`src/rtl/mdio_frame_pkg.sv`:
```
// Shared frame geometry for the management frame controller.
// Assumes clause 22 framing: 32-bit preamble followed by a 32-bit command.
package mdio_frame_pkg;
    localparam int          CMD_W    = 32;
    localparam int          PRE_LEN  = 32;
    localparam int          SEQ_LEN  = PRE_LEN + CMD_W;
    localparam int          DATA_W   = 16;
    localparam int          IDX_W    = $clog2(SEQ_LEN);
    localparam int          OP_HI    = 29;
    localparam int          OP_LO    = 28;
    localparam logic [1:0]  OP_READ  = 2'b10;
    localparam int          TA_CELL  = PRE_LEN + (CMD_W - 18);
    localparam int          DAT_CELL = PRE_LEN + (CMD_W - DATA_W);
    typedef logic [CMD_W-1:0]  cmd_t;
    typedef logic [DATA_W-1:0] rdat_t;
endpackage

```
`src/rtl/mdc_gen.sv`:
```
// MDC generator: divides the system clock so that each MDC phase lasts
// 2*clk_div cycles. Emits one-cycle strobes in the cycle MDC toggles.
// Assumes clk_div is a static host setting; a new value is adopted only at
// an MDC edge, and a zero value parks MDC low after its falling edge.
module mdc_gen #(
    parameter int SPD_W = 6
) (
    input  logic             clk,
    input  logic             rst_n,
    input  logic [SPD_W-1:0] clk_div,
    output logic             mdc,
    output logic             rise_tick,
    output logic             fall_tick
);
    localparam int HW = SPD_W + 1;

    logic [HW-1:0] half_q;
    logic [HW-1:0] cnt_q;
    logic          mdc_q;
    logic          edge_now;

    assign edge_now  = (half_q != '0) && (cnt_q == half_q - 1'b1);
    assign rise_tick = edge_now & ~mdc_q;
    assign fall_tick = edge_now &  mdc_q;
    assign mdc       = mdc_q;

    // Phase counter: toggles MDC and reloads the phase length on each edge.
    always_ff @(posedge clk) begin
        if (!rst_n) begin
            half_q <= '0;
            cnt_q  <= '0;
            mdc_q  <= 1'b0;
        end else if (half_q == '0) begin
            cnt_q  <= '0;
            mdc_q  <= 1'b0;
            half_q <= {clk_div, 1'b0};
        end else if (edge_now) begin
            cnt_q <= '0;
            mdc_q <= ~mdc_q;
            if (mdc_q || (clk_div != '0)) begin
                half_q <= {clk_div, 1'b0};
            end
        end else begin
            cnt_q <= cnt_q + 1'b1;
        end
    end
endmodule

```
`src/rtl/mdio_seq.sv`:
```
// Bit-cell sequencer: walks 64 cells (preamble then command) on MDC falling
// strobes, reading command bits live from the register, and shifts read data
// in on MDC rising strobes. Assumes start is raised only while idle.
module mdio_seq
    import mdio_frame_pkg::*;
(
    input  logic  clk,
    input  logic  rst_n,
    input  logic  start,
    input  logic  fall_tick,
    input  logic  rise_tick,
    input  cmd_t  frame,
    input  logic  mdio_i,
    output logic  mdio_o,
    output logic  mdio_oe,
    output logic  busy,
    output logic  done,
    output logic  rd_upd,
    output rdat_t rd_data
);
    logic             pend_q;
    logic             act_q;
    logic [IDX_W-1:0] idx_q;
    logic [IDX_W-1:0] nidx;
    logic             is_rd;

    assign nidx    = idx_q + 1'b1;
    assign is_rd   = (frame[OP_HI:OP_LO] == OP_READ);
    assign busy    = pend_q | act_q;

    // Value driven in a given cell: preamble one, else the command bit.
    function automatic logic cell_bit(input cmd_t f, input logic [IDX_W-1:0] i);
        int pos;
        pos = SEQ_LEN - 1 - int'(i);
        if (int'(i) < PRE_LEN) return 1'b1;
        return f[pos];
    endfunction

    // Cell sequencing, output drive and completion on MDC falling strobes.
    always_ff @(posedge clk) begin
        if (!rst_n) begin
            pend_q  <= 1'b0;
            act_q   <= 1'b0;
            idx_q   <= '0;
            mdio_o  <= 1'b1;
            mdio_oe <= 1'b0;
            done    <= 1'b0;
            rd_upd  <= 1'b0;
        end else begin
            done   <= 1'b0;
            rd_upd <= 1'b0;
            if (start) begin
                pend_q <= 1'b1;
            end
            if (fall_tick) begin
                if (act_q) begin
                    if (int'(idx_q) == SEQ_LEN - 1) begin
                        act_q   <= 1'b0;
                        mdio_oe <= 1'b0;
                        mdio_o  <= 1'b1;
                        done    <= 1'b1;
                        rd_upd  <= is_rd;
                    end else begin
                        idx_q   <= nidx;
                        mdio_o  <= cell_bit(frame, nidx);
                        mdio_oe <= !(is_rd && (int'(nidx) >= TA_CELL));
                    end
                end else if (pend_q) begin
                    pend_q  <= 1'b0;
                    act_q   <= 1'b1;
                    idx_q   <= '0;
                    mdio_o  <= 1'b1;
                    mdio_oe <= 1'b1;
                end
            end
        end
    end

    // Read capture: shift MDIO in on rising strobes during the data cells.
    always_ff @(posedge clk) begin
        if (!rst_n) begin
            rd_data <= '0;
        end else if (rise_tick && act_q && (int'(idx_q) >= DAT_CELL)) begin
            rd_data <= {rd_data[DATA_W-2:0], mdio_i};
        end
    end
endmodule

```
`src/rtl/mdio_frame_ctrl.sv`:
```
// Management frame controller top: holds the host command register, derives
// MDC and runs one frame per host write while the divider is non-zero.
// Assumes the host does not decode further; every wr_en is a register write.
module mdio_frame_ctrl
    import mdio_frame_pkg::*;
#(
    parameter int SPD_W = 6
) (
    input  logic             clk,
    input  logic             rst_n,
    input  logic             wr_en,
    input  logic [31:0]      wr_data,
    input  logic [SPD_W-1:0] clk_div,
    output logic [31:0]      cmd_q,
    output logic             busy,
    output logic             done_irq,
    output logic             mdc,
    output logic             mdio_o,
    output logic             mdio_oe,
    input  logic             mdio_i
);
    logic  rise_tick;
    logic  fall_tick;
    logic  start;
    logic  rd_upd;
    rdat_t rd_data;
    cmd_t  cmd_r;

    assign start = wr_en && (clk_div != '0) && !busy;
    assign cmd_q = cmd_r;

    mdc_gen #(.SPD_W(SPD_W)) u_mdc (
        .clk       (clk),
        .rst_n     (rst_n),
        .clk_div   (clk_div),
        .mdc       (mdc),
        .rise_tick (rise_tick),
        .fall_tick (fall_tick)
    );

    mdio_seq u_seq (
        .clk       (clk),
        .rst_n     (rst_n),
        .start     (start),
        .fall_tick (fall_tick),
        .rise_tick (rise_tick),
        .frame     (cmd_r),
        .mdio_i    (mdio_i),
        .mdio_o    (mdio_o),
        .mdio_oe   (mdio_oe),
        .busy      (busy),
        .done      (done_irq),
        .rd_upd    (rd_upd),
        .rd_data   (rd_data)
    );

    // Command register: host writes win; a finished read refreshes the data field.
    always_ff @(posedge clk) begin
        if (!rst_n) begin
            cmd_r <= '0;
        end else if (wr_en) begin
            cmd_r <= wr_data;
        end else if (rd_upd) begin
            cmd_r[DATA_W-1:0] <= rd_data;
        end
    end
endmodule

```
`config.mk`:
```
export PLATFORM = sky130hd
export DESIGN_NAME = mdio_frame_ctrl
export DESIGN_NICKNAME = d
export VERILOG_FILES = /design/src/rtl/mdio_frame_pkg.sv /design/src/rtl/mdc_gen.sv /design/src/rtl/mdio_seq.sv /design/src/rtl/mdio_frame_ctrl.sv
export SDC_FILE = /design/constraint.sdc
export NUM_CORES = 1
export LEC_CHECK = 0
export BUFFER_PORTS_ARGS = -buffer_cell sky130_fd_sc_hd__clkbuf_2
export CAP_MARGIN = 20
export CORE_MARGIN = 4
export CORE_UTILIZATION = 51
export DETAILED_ROUTE_END_ITERATION = 8
export HOLD_SLACK_MARGIN = 0.08
export PLACE_DENSITY = 0.76
export SYNTH_ARGS = -nofsm -noshare
export SYNTH_HDL_FRONTEND = slang
export SYNTH_SLANG_ARGS = --single-unit
```
`constraint.sdc`:
```
create_clock -name clk -period 3.8 [get_ports clk]
set_input_delay 0.57 -clock clk [delete_from_list [all_inputs] [get_ports clk]]
set_output_delay 0.57 -clock clk [all_outputs]
set_load 0.03 [all_outputs]
```
# Word-level counts from Yosys, hierarchy flattened
# Cells that the tools add are included.
# op_classes
bitwise_logic,5
n_addsub,4
eq_ne,4
magnitude_cmp,4
reduce_logical,23
muxes,31
# ops
cell,n
< comparator 32 x 7 -> 1 bit (second input constant),1
two-way mux 16 bit,2
two-way mux 1 bit,22
two-way mux 7 bit,3
two-way mux 6 bit,3
greater-or-equal comparator 6 bit (second input constant),2
nonzero test 2 bit,4
adder 7 x 1 -> 7 bit (second input constant),1
equality test 7 bit,1
logical NOT 7 bit,1
nonzero test 7 bit,1
subtractor 6 x 6 -> 7 bit (first input constant),1
subtractor 7 x 1 -> 7 bit (second input constant),1
adder 6 x 1 -> 6 bit (second input constant),1
equality test 6 x 1 -> 1 bit (second input constant),1
logical AND 1 bit,6
< comparator 6 bit (second input constant),1
AND reduction 3 bit,2
nonzero test 6 bit,1
binary-select mux 1 bit (select 5 bit),1
AND reduction 2 bit,2
AND reduction 4 bit,1
OR reduction 3 bit,1
AND 1 bit,2
other kinds (7),9
# totals
reg_bits,74
output_inout_bits,37
elab_cells,84

# Depth between registers and ports, before layout
# Gate-level depths: netlist (run 1).
# depth
depth_word,10
ltp_mapped,10
depth_no_buf,8

# Cells and area by module
# A second synthesis (run 1) with hierarchy kept.
# hier_totals
hier_cells,392
hier_area_um2,3808.7
# modules_own_cells
mod,seq_area_each_um2,n_inst,cells_each,area_each_um2
mdio_seq,560.5,1,174,1536.5
mdio_frame_ctrl,640.6,1,126,1466.4
mdc_gen,280.3,1,92,805.8

# Least setup slack after synthesis (run 1)
# No wires, ideal clock.
# synth_timing
kind,register to register
from,register u_mdc.half_q[1]
to,register u_seq.idx_q[5]
required_ns,3.683
period_less_slack_ns,2.428
t_arrival_ns,2.310
slack_ns,1.372
setup_ns,0.117
stages_incl_launch_ff,8
cell_sequence,dfxtp_1 -> or4_1 -> or3_4 -> a211oi_4 -> nand3_4 -> or2_1 -> buf_6 -> a32o_1
# synth_via
elab_chain_len,5
# synth_rtl
element,line,source
start: declaration,mdc_gen.sv:17,logic [HW-1:0] half_q;
start signal: assignment,mdc_gen.sv:36,"half_q <= {clk_div, 1'b0};"
start signal: assignment,mdc_gen.sv:41,"half_q <= {clk_div, 1'b0};"
subtractor 7 x 1 -> 7 bit,mdc_gen.sv:22,assign edge_now = (half_q != '0) && (cnt_q == half_q - 1'b1);
equality test 7 bit,mdc_gen.sv:22,
logical AND 1 bit (*),mdc_gen.sv:22,
AND 1 bit (*),mdc_gen.sv:24,assign fall_tick = edge_now & mdc_q;
AND reduction 3 bit (no line) (*),--,
end signal: assignment,mdio_seq.sv:64,idx_q <= nidx;
end: declaration,mdio_seq.sv:23,logic [IDX_W-1:0] idx_q;
# Mark *: on every way between the ends. The rest lies on a longest branch, timed or not.
# A chain may end at the register's enable or synchronous reset.

# Final worst setup path (run 1)
# Ends and elaborated chain as after synthesis.

==> results.py, run 1 <==
metrics = {
    "run_status": {
        "status": "finished, final reports clean",
    },
    "cells_and_area": {
        "drive_gt1_share_pct": 26.0,
        "multiInputGateArea_um2": 2000,
        "fillerInstances": 596,
        "regArea_um2": 1480,
        "postLayoutCoreUtil_pct": 61.7,
        "syn_to_final_growth_pct": 16.3,
        "fin_nets": 483,
        "diodes": 0,
    },
    "cts": {
        "cts_hold_buf": 0,
        "cts_resized": 0,
        "cts_setup_buffers": 0,
        "clock_latency_ns": 0.36,
        "numCtsBuffers": 9,
        "htree_levels": 3,
        "cts.sinks": 74,
        "clock_path_buffers": 2,
        "ctsRootBufferMaster": "clkbuf_8",
        "clkTransAtPathRegs_ns": 0.08,
        "cts_tree": "yes",
    },
    "sta": {
        "worst_pin_slew_ns": 1.07,
        "slew_headroom_pct": 28.5,
        "tns_ns": 0,
        "slew_violations": 0,
        "fin_skew_ns": 0.0127,
        "min_period_ns": 2.55,
        "finalCritPeriodShare_pct": 67.1,
        "hold_viol_final": 0,
        "rsz0062_at_grt": "no",
        "max_freq_ghz": 0.392,
        "final-setup-viol-count": 0,
        "whs_ns": 0.456,
        "layout_setup_ws_ns": 1.25,
    },
    "critical_path": {
        "path_class": "flip-flop to flip-flop",
        "ff2ff_setup_slack_ns": 1.25,
        "required_ns": 4.04,
        "end_kind": "flip-flop",
        "crit_slowest_cell": "or4_1",
        "crit_fanout": 9,
        "path_cells": "or4_1 > or3_4 > a211oi_4 > nand3_4 > or2_1 > a32o_1",
        "cp.arrival_ns": 2.79,
        "cp-start-kind": "flip-flop",
        "critical-path-max-stage-delay_ns": 0.54,
        "r2r_end": "u_seq.idx_q[5]",
        "ff2ff_path_depth": 6,
        "r2r-start": "u_mdc.half_q[1]",
    },
    "synthesis": {
        "netlist_area_um2": 3620,
        "yosys-top-cells-area": "dfxtp_1, mux2i_1, mux4_2",
        "ys_seq_area_share_pct": 40.9,
        "synthCells": 375,
        "synth-edff-count": 0,
        "ys_seq_elements": 74,
        "ys_async_sr_fraction_pct": 0,
        "synth_top_area_share_pct": 40.9,
        "synth_top_cells_by_count": "dfxtp_1, mux2i_1, nand2_1",
        "synth.most_common_cell": "dfxtp_1",
        "yosysTopAreaCell": "dfxtp_1",
        "synth-main-ff-cell": "dfxtp_1",
        "synthesis.nets": 420,
        "ys_types": 48,
        "synth_warnings": 0,
        "avgSynthCellArea_um2": 9.66,
    },
    "route": {
        "via_per_inst": 5.31,
        "drc": 0,
        "detail_route.wl_per_cell_um": 14.6,
        "wl_um": 7880,
        "dr.pass1.iters": 4,
        "vias": 2861,
        "dr.first_iter.drc_count": 188,
        "drtAntennaViolNets": 0,
    },
    "floorplan": {
        "fp.coreArea_um2": 6830,
        "num_rows": 30,
        "fp.dieH_um": 92.3,
        "die_w_um": 92.3,
        "die_area_um2": 8520,
        "initial_utilization_pct": 53.0,
        "pin_count": 79,
    },
    "placed_design": {
        "place_ws_ns": 1.28,
        "post-dp-hpwl_um": 5620,
        "port_buffers": 78,
        "gp_congestion": 0.915,
    },
    "min_path": {
        "hold_path.class": "input port to flip-flop",
        "holdPathEnd": "u_mdc.half_q[3]",
        "worstHoldStart": "clk_div[2]",
        "worstHoldPathCells": 3,
    },
    "pwr": {
        "ir_worst_vdd_mv": 0.277,
        "leakagePower_uw": 0.00181,
        "totalPowerFinal_uw": 1870,
        "power_density_nw_per_um2": 443,
    },
    "job": {
        "drv_cap": 0,
    },
    "global_routing": {
        "grt.total_usage_pct": 19.4,
        "overflow": 0,
        "antenna_found_initial": 0,
        "grt_pass1_vias": 2887,
        "grt_pass1_wl_um": 13400,
        "grt_max_degree": 50,
    },
}
## how the worst max path moves through the flow
stage          slack [ns]  cells past startpoint             from               end
4_1_cts              1.25                      6  u_mdc.half_q[1]    u_seq.idx_q[5]
2_1_floorplan        1.37                      7  u_mdc.half_q[1]    u_seq.idx_q[5]
5_1_grt              1.09                      6  u_mdc.half_q[1]  u_seq.rd_data[7]
3_3_place_gp         1.33                      6  u_mdc.half_q[1]    u_seq.idx_q[5]
6_report             1.25                      6  u_mdc.half_q[1]    u_seq.idx_q[5]
3_5_place_dp         1.28                      6  u_mdc.half_q[1]    u_seq.idx_q[5]
## registers in the layout, summed over array words and instances (netlist names)
| register | cells |
|---|---|
| u_seq.act_q | 1 |
| cmd_q | 32 |
| u_seq.mdio_oe | 1 |
| u_seq.done | 1 |
| u_mdc.cnt_q | 7 |
| u_mdc.mdc | 1 |
| u_mdc.half_q | 6 |
| u_seq.rd_upd | 1 |
| u_seq.pend_q | 1 |
| u_seq.rd_data | 16 |
| u_seq.idx_q | 6 |
| u_seq.mdio_o | 1 |
## worst max-delay path, delay by kind of cell, from the launching register on
kind            cells  cell delay, ns
simple gates        4            1.42
flops               1            0.35
compound gates      2            0.67
## cell type report
class	count	area share, %
Clock buffer	10	3.27
Clock inverter	6	1.01
Inverter	6	0.534
Sequential cell	74	35.2
Timing Repair Buffer	80	9.62
Tap cell	96	2.85
Multi-Input combinational cell	267	47.6
## kinds of logic after synthesis
kind of cell / count (synthesis) / synth area share (%)
buffers and inverters: 34 / 3.80
adder cells (fa/ha/maj): 3 / 1.04
flip-flops: 74 / 40.9
XOR/XNOR: 17 / 4.11
AO/OA/AOI/OAI: 46 / 8.39
multiplexers: 63 / 20.9
AND/OR/NAND/NOR: 138 / 20.9
## power breakdown
group,leakage (uW),total [uW],internal [uW],switching (uW)
logic,0.00113,427,179,248
clock network,0.0000765,554,253,301
registers,0.000604,888,831,57.2
total,0.00181,1870,1260,606
## per-stage QoR
step / area [um^2] / std cells
after CTS: 4210 / 539
after floorplan: 3620 / 375
after global placement: 4030 / 523
after detailed placement: 4030 / 523
after global routing: 4210 / 539
final: 4210 / 539
## placed cells by master, fill, tap and decap left out, types with 2 or more instances in the layout
| cell type | synthesis | layout |
|---|---|---|
| o21ai_0 | 24 | 24 |
| and2_1 | 16 | 16 |
| clkbuf_2 | 0 | 78 |
| xnor2_1 | 10 | 10 |
| dfxtp_1 | 74 | 74 |
| ha_1 | 3 | 3 |
| and3_1 | 5 | 5 |
| nand3_1 | 10 | 10 |
| nor3_1 | 4 | 4 |
| xor2_1 | 7 | 7 |
| o22ai_1 | 3 | 3 |
| mux2i_1 | 53 | 53 |
| nor2b_1 | 34 | 34 |
| or3_1 | 2 | 2 |
| nor2_1 | 14 | 14 |
| mux4_2 | 10 | 10 |
| inv_1 | 6 | 6 |
| clkinvlp_4 | 0 | 5 |
| nand4_1 | 3 | 3 |
| nand2_1 | 38 | 38 |
| buf_4 | 0 | 2 |
| a21oi_1 | 2 | 2 |
| clkbuf_8 | 0 | 10 |
| o211ai_1 | 5 | 5 |
## metal layers
metal  track usage, %  part of all wire [%]
met5                0                     0
met4             6.44                   1.5
met3             5.04                   5.1
met2             32.4                    48
met1             24.5                    45
(Power assumes the default switching activity.)
==> run 2, diff against run 1 <==
--- a/config.mk
+++ b/config.mk
@@ -8,7 +8,7 @@
 export BUFFER_PORTS_ARGS = -buffer_cell sky130_fd_sc_hd__clkbuf_2
 export CAP_MARGIN = 20
 export CORE_MARGIN = 4
-export CORE_UTILIZATION = 51
+export CORE_UTILIZATION = 49
 export DETAILED_ROUTE_END_ITERATION = 8
 export HOLD_SLACK_MARGIN = 0.08
 export PLACE_DENSITY = 0.76
==> constraint.sdc (replaced) <==
create_clock -name clk -period 2.2 [get_ports clk]
set_input_delay 0.33 -clock clk [delete_from_list [all_inputs] [get_ports clk]]
set_output_delay 0.33 -clock clk [all_outputs]
set_load 0.03 [all_outputs]
==> results.py, run 2 (synthesis gave the netlist of run 1 again) <==
metrics = {
    "run_status": {
        "status": "complete, but fails checks",
        "violations": "negative setup slack",
    },
    "route": {
        "drc": 0,
        "dr.first_iter.drc_count": 173,
        "detail_route.wl_per_cell_um": 14.2,
        "via_per_inst": 5.22,
        "wl_um": 8030,
        "dr.pass1.iters": 4,
        "drtAntennaViolNets": 0,
        "vias": 2961,
    },
    "sta": {
        "fin_skew_ns": 0.00907,
        "layout_setup_ws_ns": -0.110,
        "final-setup-viol-count": 25,
        "hold_viol_final": 0,
        "max_freq_ghz": 0.433,
        "min_period_ns": 2.31,
        "finalCritPeriodShare_pct": 105,
        "rsz0062_at_grt": "yes",
        "worst_pin_slew_ns": 0.530,
        "slew_headroom_pct": 64.7,
        "tns_ns": -1.55,
        "slew_violations": 0,
    },
    "cells_and_area": {
        "fillerInstances": 615,
        "post-route-cell-area_um2": 4610,
        "largest_register_ffs": 32,
        "diodes": 0,
        "final_common_cell": "clkbuf_2",
        "fin_cells": 567,
        "drive_gt1_share_pct": 33.5,
        "fin_nets": 508,
        "final_cell_mix": "clkbuf_2, dfxtp_1, mux2i_1",
        "syn_to_final_growth_pct": 27.3,
        "postLayoutCoreUtil_pct": 64.0,
    },
    "cts": {
        "ctsRootBufferMaster": "clkbuf_8",
        "clkTransAtPathRegs_ns": 0.08,
        "cts_tree": "yes",
        "htree_levels": 3,
        "clock_path_buffers": 2,
        "cts.sinks": 74,
        "clock_latency_ns": 0.34,
        "numCtsBuffers": 9,
    },
    "min_path": {
        "hold_path.class": "input port to flip-flop",
        "worstHoldPathCells": 3,
        "holdPathEnd": "u_mdc.half_q[2]",
        "worstHoldStart": "clk_div[1]",
    },
    "global_routing": {
        "grt.total_usage_pct": 18.6,
        "grt_max_degree": 43,
        "grt_pass1_vias": 2814,
        "grt_pass1_wl_um": 13000,
        "antenna_found_initial": 0,
        "overflow": 0,
    },
    "placed_design": {
        "dp.cells": 547,
        "dpl_cell_area_um2": 4230,
        "gp_congestion": 0.900,
        "port_buffers": 78,
        "post-dp-hpwl_um": 5610,
    },
    "critical_path": {
        "r2r-start": "u_mdc.half_q[1]",
        "end_kind": "flip-flop",
        "path_class": "flip-flop to flip-flop",
        "cp-start-kind": "flip-flop",
        "cp.arrival_ns": 2.58,
        "required_ns": 2.47,
        "crit_fanout": 4,
        "ff2ff_path_depth": 8,
        "ff2ff_setup_slack_ns": -0.11,
        "r2r_end": "u_seq.mdio_oe",
    },
    "floorplan": {
        "die_w_um": 94.0,
        "num_rows": 31,
        "pin_count": 79,
        "initial_utilization_pct": 50.2,
        "fp.dieH_um": 94.0,
        "fp.coreArea_um2": 7210,
        "die_area_um2": 8840,
    },
    "pwr": {
        "ir_worst_vdd_mv": 0.366,
        "totalPowerFinal_uw": 3540,
        "leakagePower_uw": 0.00199,
        "power_density_nw_per_um2": 767,
    },
    "job": {
        "drv_cap": 0,
    },
}
run 2: layer usage:
metal  part of all wire (%)  GRT usage (%)
met5                      0              0
met4                    1.1           6.02
met3                    4.5           4.89
met2                     49           30.7
met1                     46           23.6
run 2: metrics by stage:
step	setup slack [ns]	hold slack (ns)
floorplan	-0.185	0.426
global placement	-0.0437	0.446
detailed placement	-0.0951	0.469
CTS	-0.0826	0.210
global route	-0.178	0.211
finish	-0.110	0.216
run 2: repair_timing:
item / CTS / global route
cloned: 1 / 0
pin swaps: 7 / 14
endpoints found under the setup margin: 38 / 41
hold buffers: 0 / 0
gates resized for setup: 14 / 22
buffers inserted: 2 / 1
run 2: how the worst max path moves through the flow:
stage | from | end | slack, ns | depth (start not counted)
global route | u_mdc.half_q[1] | u_seq.rd_data[0] | -0.18 | 8
global placement | u_mdc.half_q[1] | u_seq.rd_data[6] | -0.04 | 8
floorplan | u_mdc.half_q[1] | u_seq.idx_q[5] | -0.18 | 7
CTS | u_mdc.half_q[1] | u_seq.idx_q[5] | -0.08 | 7
detailed placement | u_mdc.half_q[1] | u_seq.rd_data[15] | -0.1 | 8
finish | u_mdc.half_q[1] | u_seq.mdio_oe | -0.11 | 8
run 2: area by class of cell:
cell class	instances	area [um^2]	share of cell area [%]
clock inverters	6	66.3	1.44
repair buffers	105	667	14.5
inverters	6	25.0	0.542
well taps	99	124	2.68
multi-input cells	267	2120	46.0
flip-flops and latches	74	1480	32.2
clock buffers	10	128	2.77
run 2: worst max-delay path: stages, from the launching register on:
cell and delay, ns:
dfxtp_2 0.34, or4_4 0.53, or3_4 0.35, a211oi_4 0.25, buf_6 0.17, nand3_4 0.06
or2_4 0.28, buf_6 0.13, o22ai_1 0.13
run 2: where the power goes:
group | switching (uW) | internal [uW] | total, uW | leakage (uW)
Sequential | 81.6 | 1440 | 1520 | 0.000605
Clock | 512 | 526 | 1040 | 0.0000889
Combinational | 511 | 471 | 983 | 0.00129
Total | 1100 | 2430 | 3540 | 0.00199
==> run 3, diff against run 2 <==
--- a/config.mk
+++ b/config.mk
@@ -10,8 +10,10 @@
 export CORE_MARGIN = 4
 export CORE_UTILIZATION = 49
 export DETAILED_ROUTE_END_ITERATION = 8
+export GPL_TIMING_DRIVEN = 1
 export HOLD_SLACK_MARGIN = 0.08
-export PLACE_DENSITY = 0.76
+export PLACE_DENSITY = 0.85
+export SKIP_LAST_GASP = 1
 export SYNTH_ARGS = -nofsm -noshare
 export SYNTH_HDL_FRONTEND = slang
 export SYNTH_SLANG_ARGS = --single-unit
==> results.py, run 3 (synthesis gave the netlist of run 1 again) <==
metrics = {
    "pwr": {
        "leakagePower_uw": 0.00201,
        "p_sw_share_pct": 30.3,
        "power_frac_clock_pct": 31.0,
        "ir_worst_vdd_mv": 0.373,
        "totalPowerFinal_uw": 3620,
        "power.share.sequential_pct": 42.0,
        "power_density_nw_per_um2": 788,
        "p_comb_share_pct": 27.0,
        "p_int_uw": 2530,
        "p_sw_uw": 1100,
    },
    "sta": {
        "slew_headroom_pct": 71.7,
        "final-setup-viol-count": 27,
        "slew_violations": 0,
        "tns_ns": -1.54,
        "hold_viol_final": 0,
        "rsz0062_at_grt": "yes",
        "layout_setup_ws_ns": -0.111,
        "max_freq_ghz": 0.433,
        "worst_pin_slew_ns": 0.424,
        "min_period_ns": 2.31,
        "fin_skew_ns": 0.0119,
        "whs_ns": 0.212,
        "finalCritPeriodShare_pct": 105,
    },
    "critical_path": {
        "cp.arrival_ns": 2.57,
        "crit_fanout": 4,
        "cp_common_cell": "buf_6",
        "path_class": "flip-flop to flip-flop",
        "cp-start-kind": "flip-flop",
        "required_ns": 2.46,
        "path_cells": "or4_4 > or3_4 > a211oi_4 > buf_6 > nand3_4 > or2_4 > buf_6 > a21boi_1",
        "end_kind": "flip-flop",
        "worst-path-buf-inv": 2,
        "path_delay_family": "simple AND/OR/NAND/NOR gates",
        "critical-path-max-stage-delay_ns": 0.53,
        "crit_slowest_cell": "or4_4",
    },
    "route": {
        "dr.first_iter.drc_count": 283,
        "detail_route.wl_per_cell_um": 15.4,
        "wl_um": 8700,
        "vias": 3029,
        "drc": 0,
        "drtAntennaViolNets": 0,
        "via_per_inst": 5.35,
        "dr.pass1.iters": 4,
    },
    "floorplan": {
        "fp.dieH_um": 94.0,
        "num_rows": 31,
        "initial_utilization_pct": 50.2,
        "die_area_um2": 8840,
        "fp.coreArea_um2": 7210,
        "die_w_um": 94.0,
        "pin_count": 79,
    },
    "placed_design": {
        "port_buffers": 78,
        "post-dp-hpwl_um": 6070,
        "gp_congestion": 0.895,
        "dpl_cell_area_um2": 4230,
    },
    "run_status": {
        "status": "complete, but fails checks",
        "violations": "negative setup slack",
    },
    "cells_and_area": {
        "postLayoutCoreUtil_pct": 63.7,
        "drive_gt1_share_pct": 33.2,
        "fin_nets": 508,
        "largest_register_ffs": 32,
        "post-route-cell-area_um2": 4600,
        "diodes": 0,
        "final_common_cell": "clkbuf_2",
        "final_cell_mix": "clkbuf_2, dfxtp_1, mux2i_1",
        "syn_to_final_growth_pct": 26.9,
    },
    "cts": {
        "numCtsBuffers": 9,
        "cts_tree": "yes",
        "clock_latency_ns": 0.34,
        "cts.sinks": 74,
        "ctsRootBufferMaster": "clkbuf_8",
        "clkTransAtPathRegs_ns": 0.08,
        "cts_hold_buf": 0,
        "clock_path_buffers": 2,
        "htree_levels": 3,
    },
    "global_routing": {
        "grt_pass1_wl_um": 14000,
        "top_usage_layer": "met2",
        "grt_use_met3_pct": 3.61,
        "grt_pass1_vias": 3020,
        "grt.total_usage_pct": 20.0,
        "grt.met1_usage_pct": 23.3,
        "groute.layer.met2.usage_pct": 36.3,
        "grt_max_degree": 50,
        "antenna_found_initial": 0,
        "overflow": 0,
    },
    "min_path": {
        "hold_path.class": "input port to flip-flop",
    },
    "job": {
        "drv_cap": 0,
    },
}
[run 3: cell type report]
type,instances,area (um^2)
tap,99,124
sequential,74,1480
clock inverter,6,82.6
fill,598,2620
timing repair buffer,105,651
inverter,6,22.5
multi-input combinational,267,2110
clock buffer,9,124
[run 3: worst paths after layout]
check	slack [ns]	start	cells past startpoint	to
max	-0.11	u_mdc.half_q[1]	8	u_seq.act_q
min	0.21	clk_div[1]	3	u_mdc.half_q[2]
max reg2reg	-0.11	u_mdc.half_q[1]	8	u_seq.act_q
min reg2reg	0.47	u_mdc.cnt_q[0]	1	u_mdc.cnt_q[0]
[run 3: what timing repair did]
item / CTS / global route
gates resized for setup: 11 / 20
pin swaps: 1 / 6
endpoints found under the setup margin: 37 / 41
hold endpoints to repair: 0 / 0
gates cloned: 1 / 0
setup buffers: 2 / 0
[run 3: power groups by stage]
stage                     clock [uW]  sequential, uW  combinational (uW)
after floorplan                    0            1600                 571
after global placement             0            1540                 830
after detailed placement           0            1550                 856
after CTS                       1140            1520                 911
after global routing            1190            1540                1060
final                           1120            1520                 979
[run 3: routing by layer]
| layer | vias up | routed length (um) |
|---|---|---|
| li1 | 1480 | - |
| met1 | 1471 | 3610 |
| met2 | 67 | 4640 |
| met3 | 11 | 317 |
| met4 | 0 | 132 |
| met5 | - | 0 |
[run 3: per-stage QoR]
stage / setup slack [ns] / std cells
6_report: -0.111 / 566
5_1_grt: -0.187 / 566
4_1_cts: -0.0997 / 566
3_5_place_dp: -0.0879 / 548
3_3_place_gp: -0.0347 / 548
2_1_floorplan: -0.185 / 375
[run 3: worst register-to-register path: cells and delay by family (launching register included)]
kind | cells | cell delay (ns)
compound gates | 2 | 0.38
buf+inv | 2 | 0.30
flops | 1 | 0.34
simple gates | 4 | 1.22
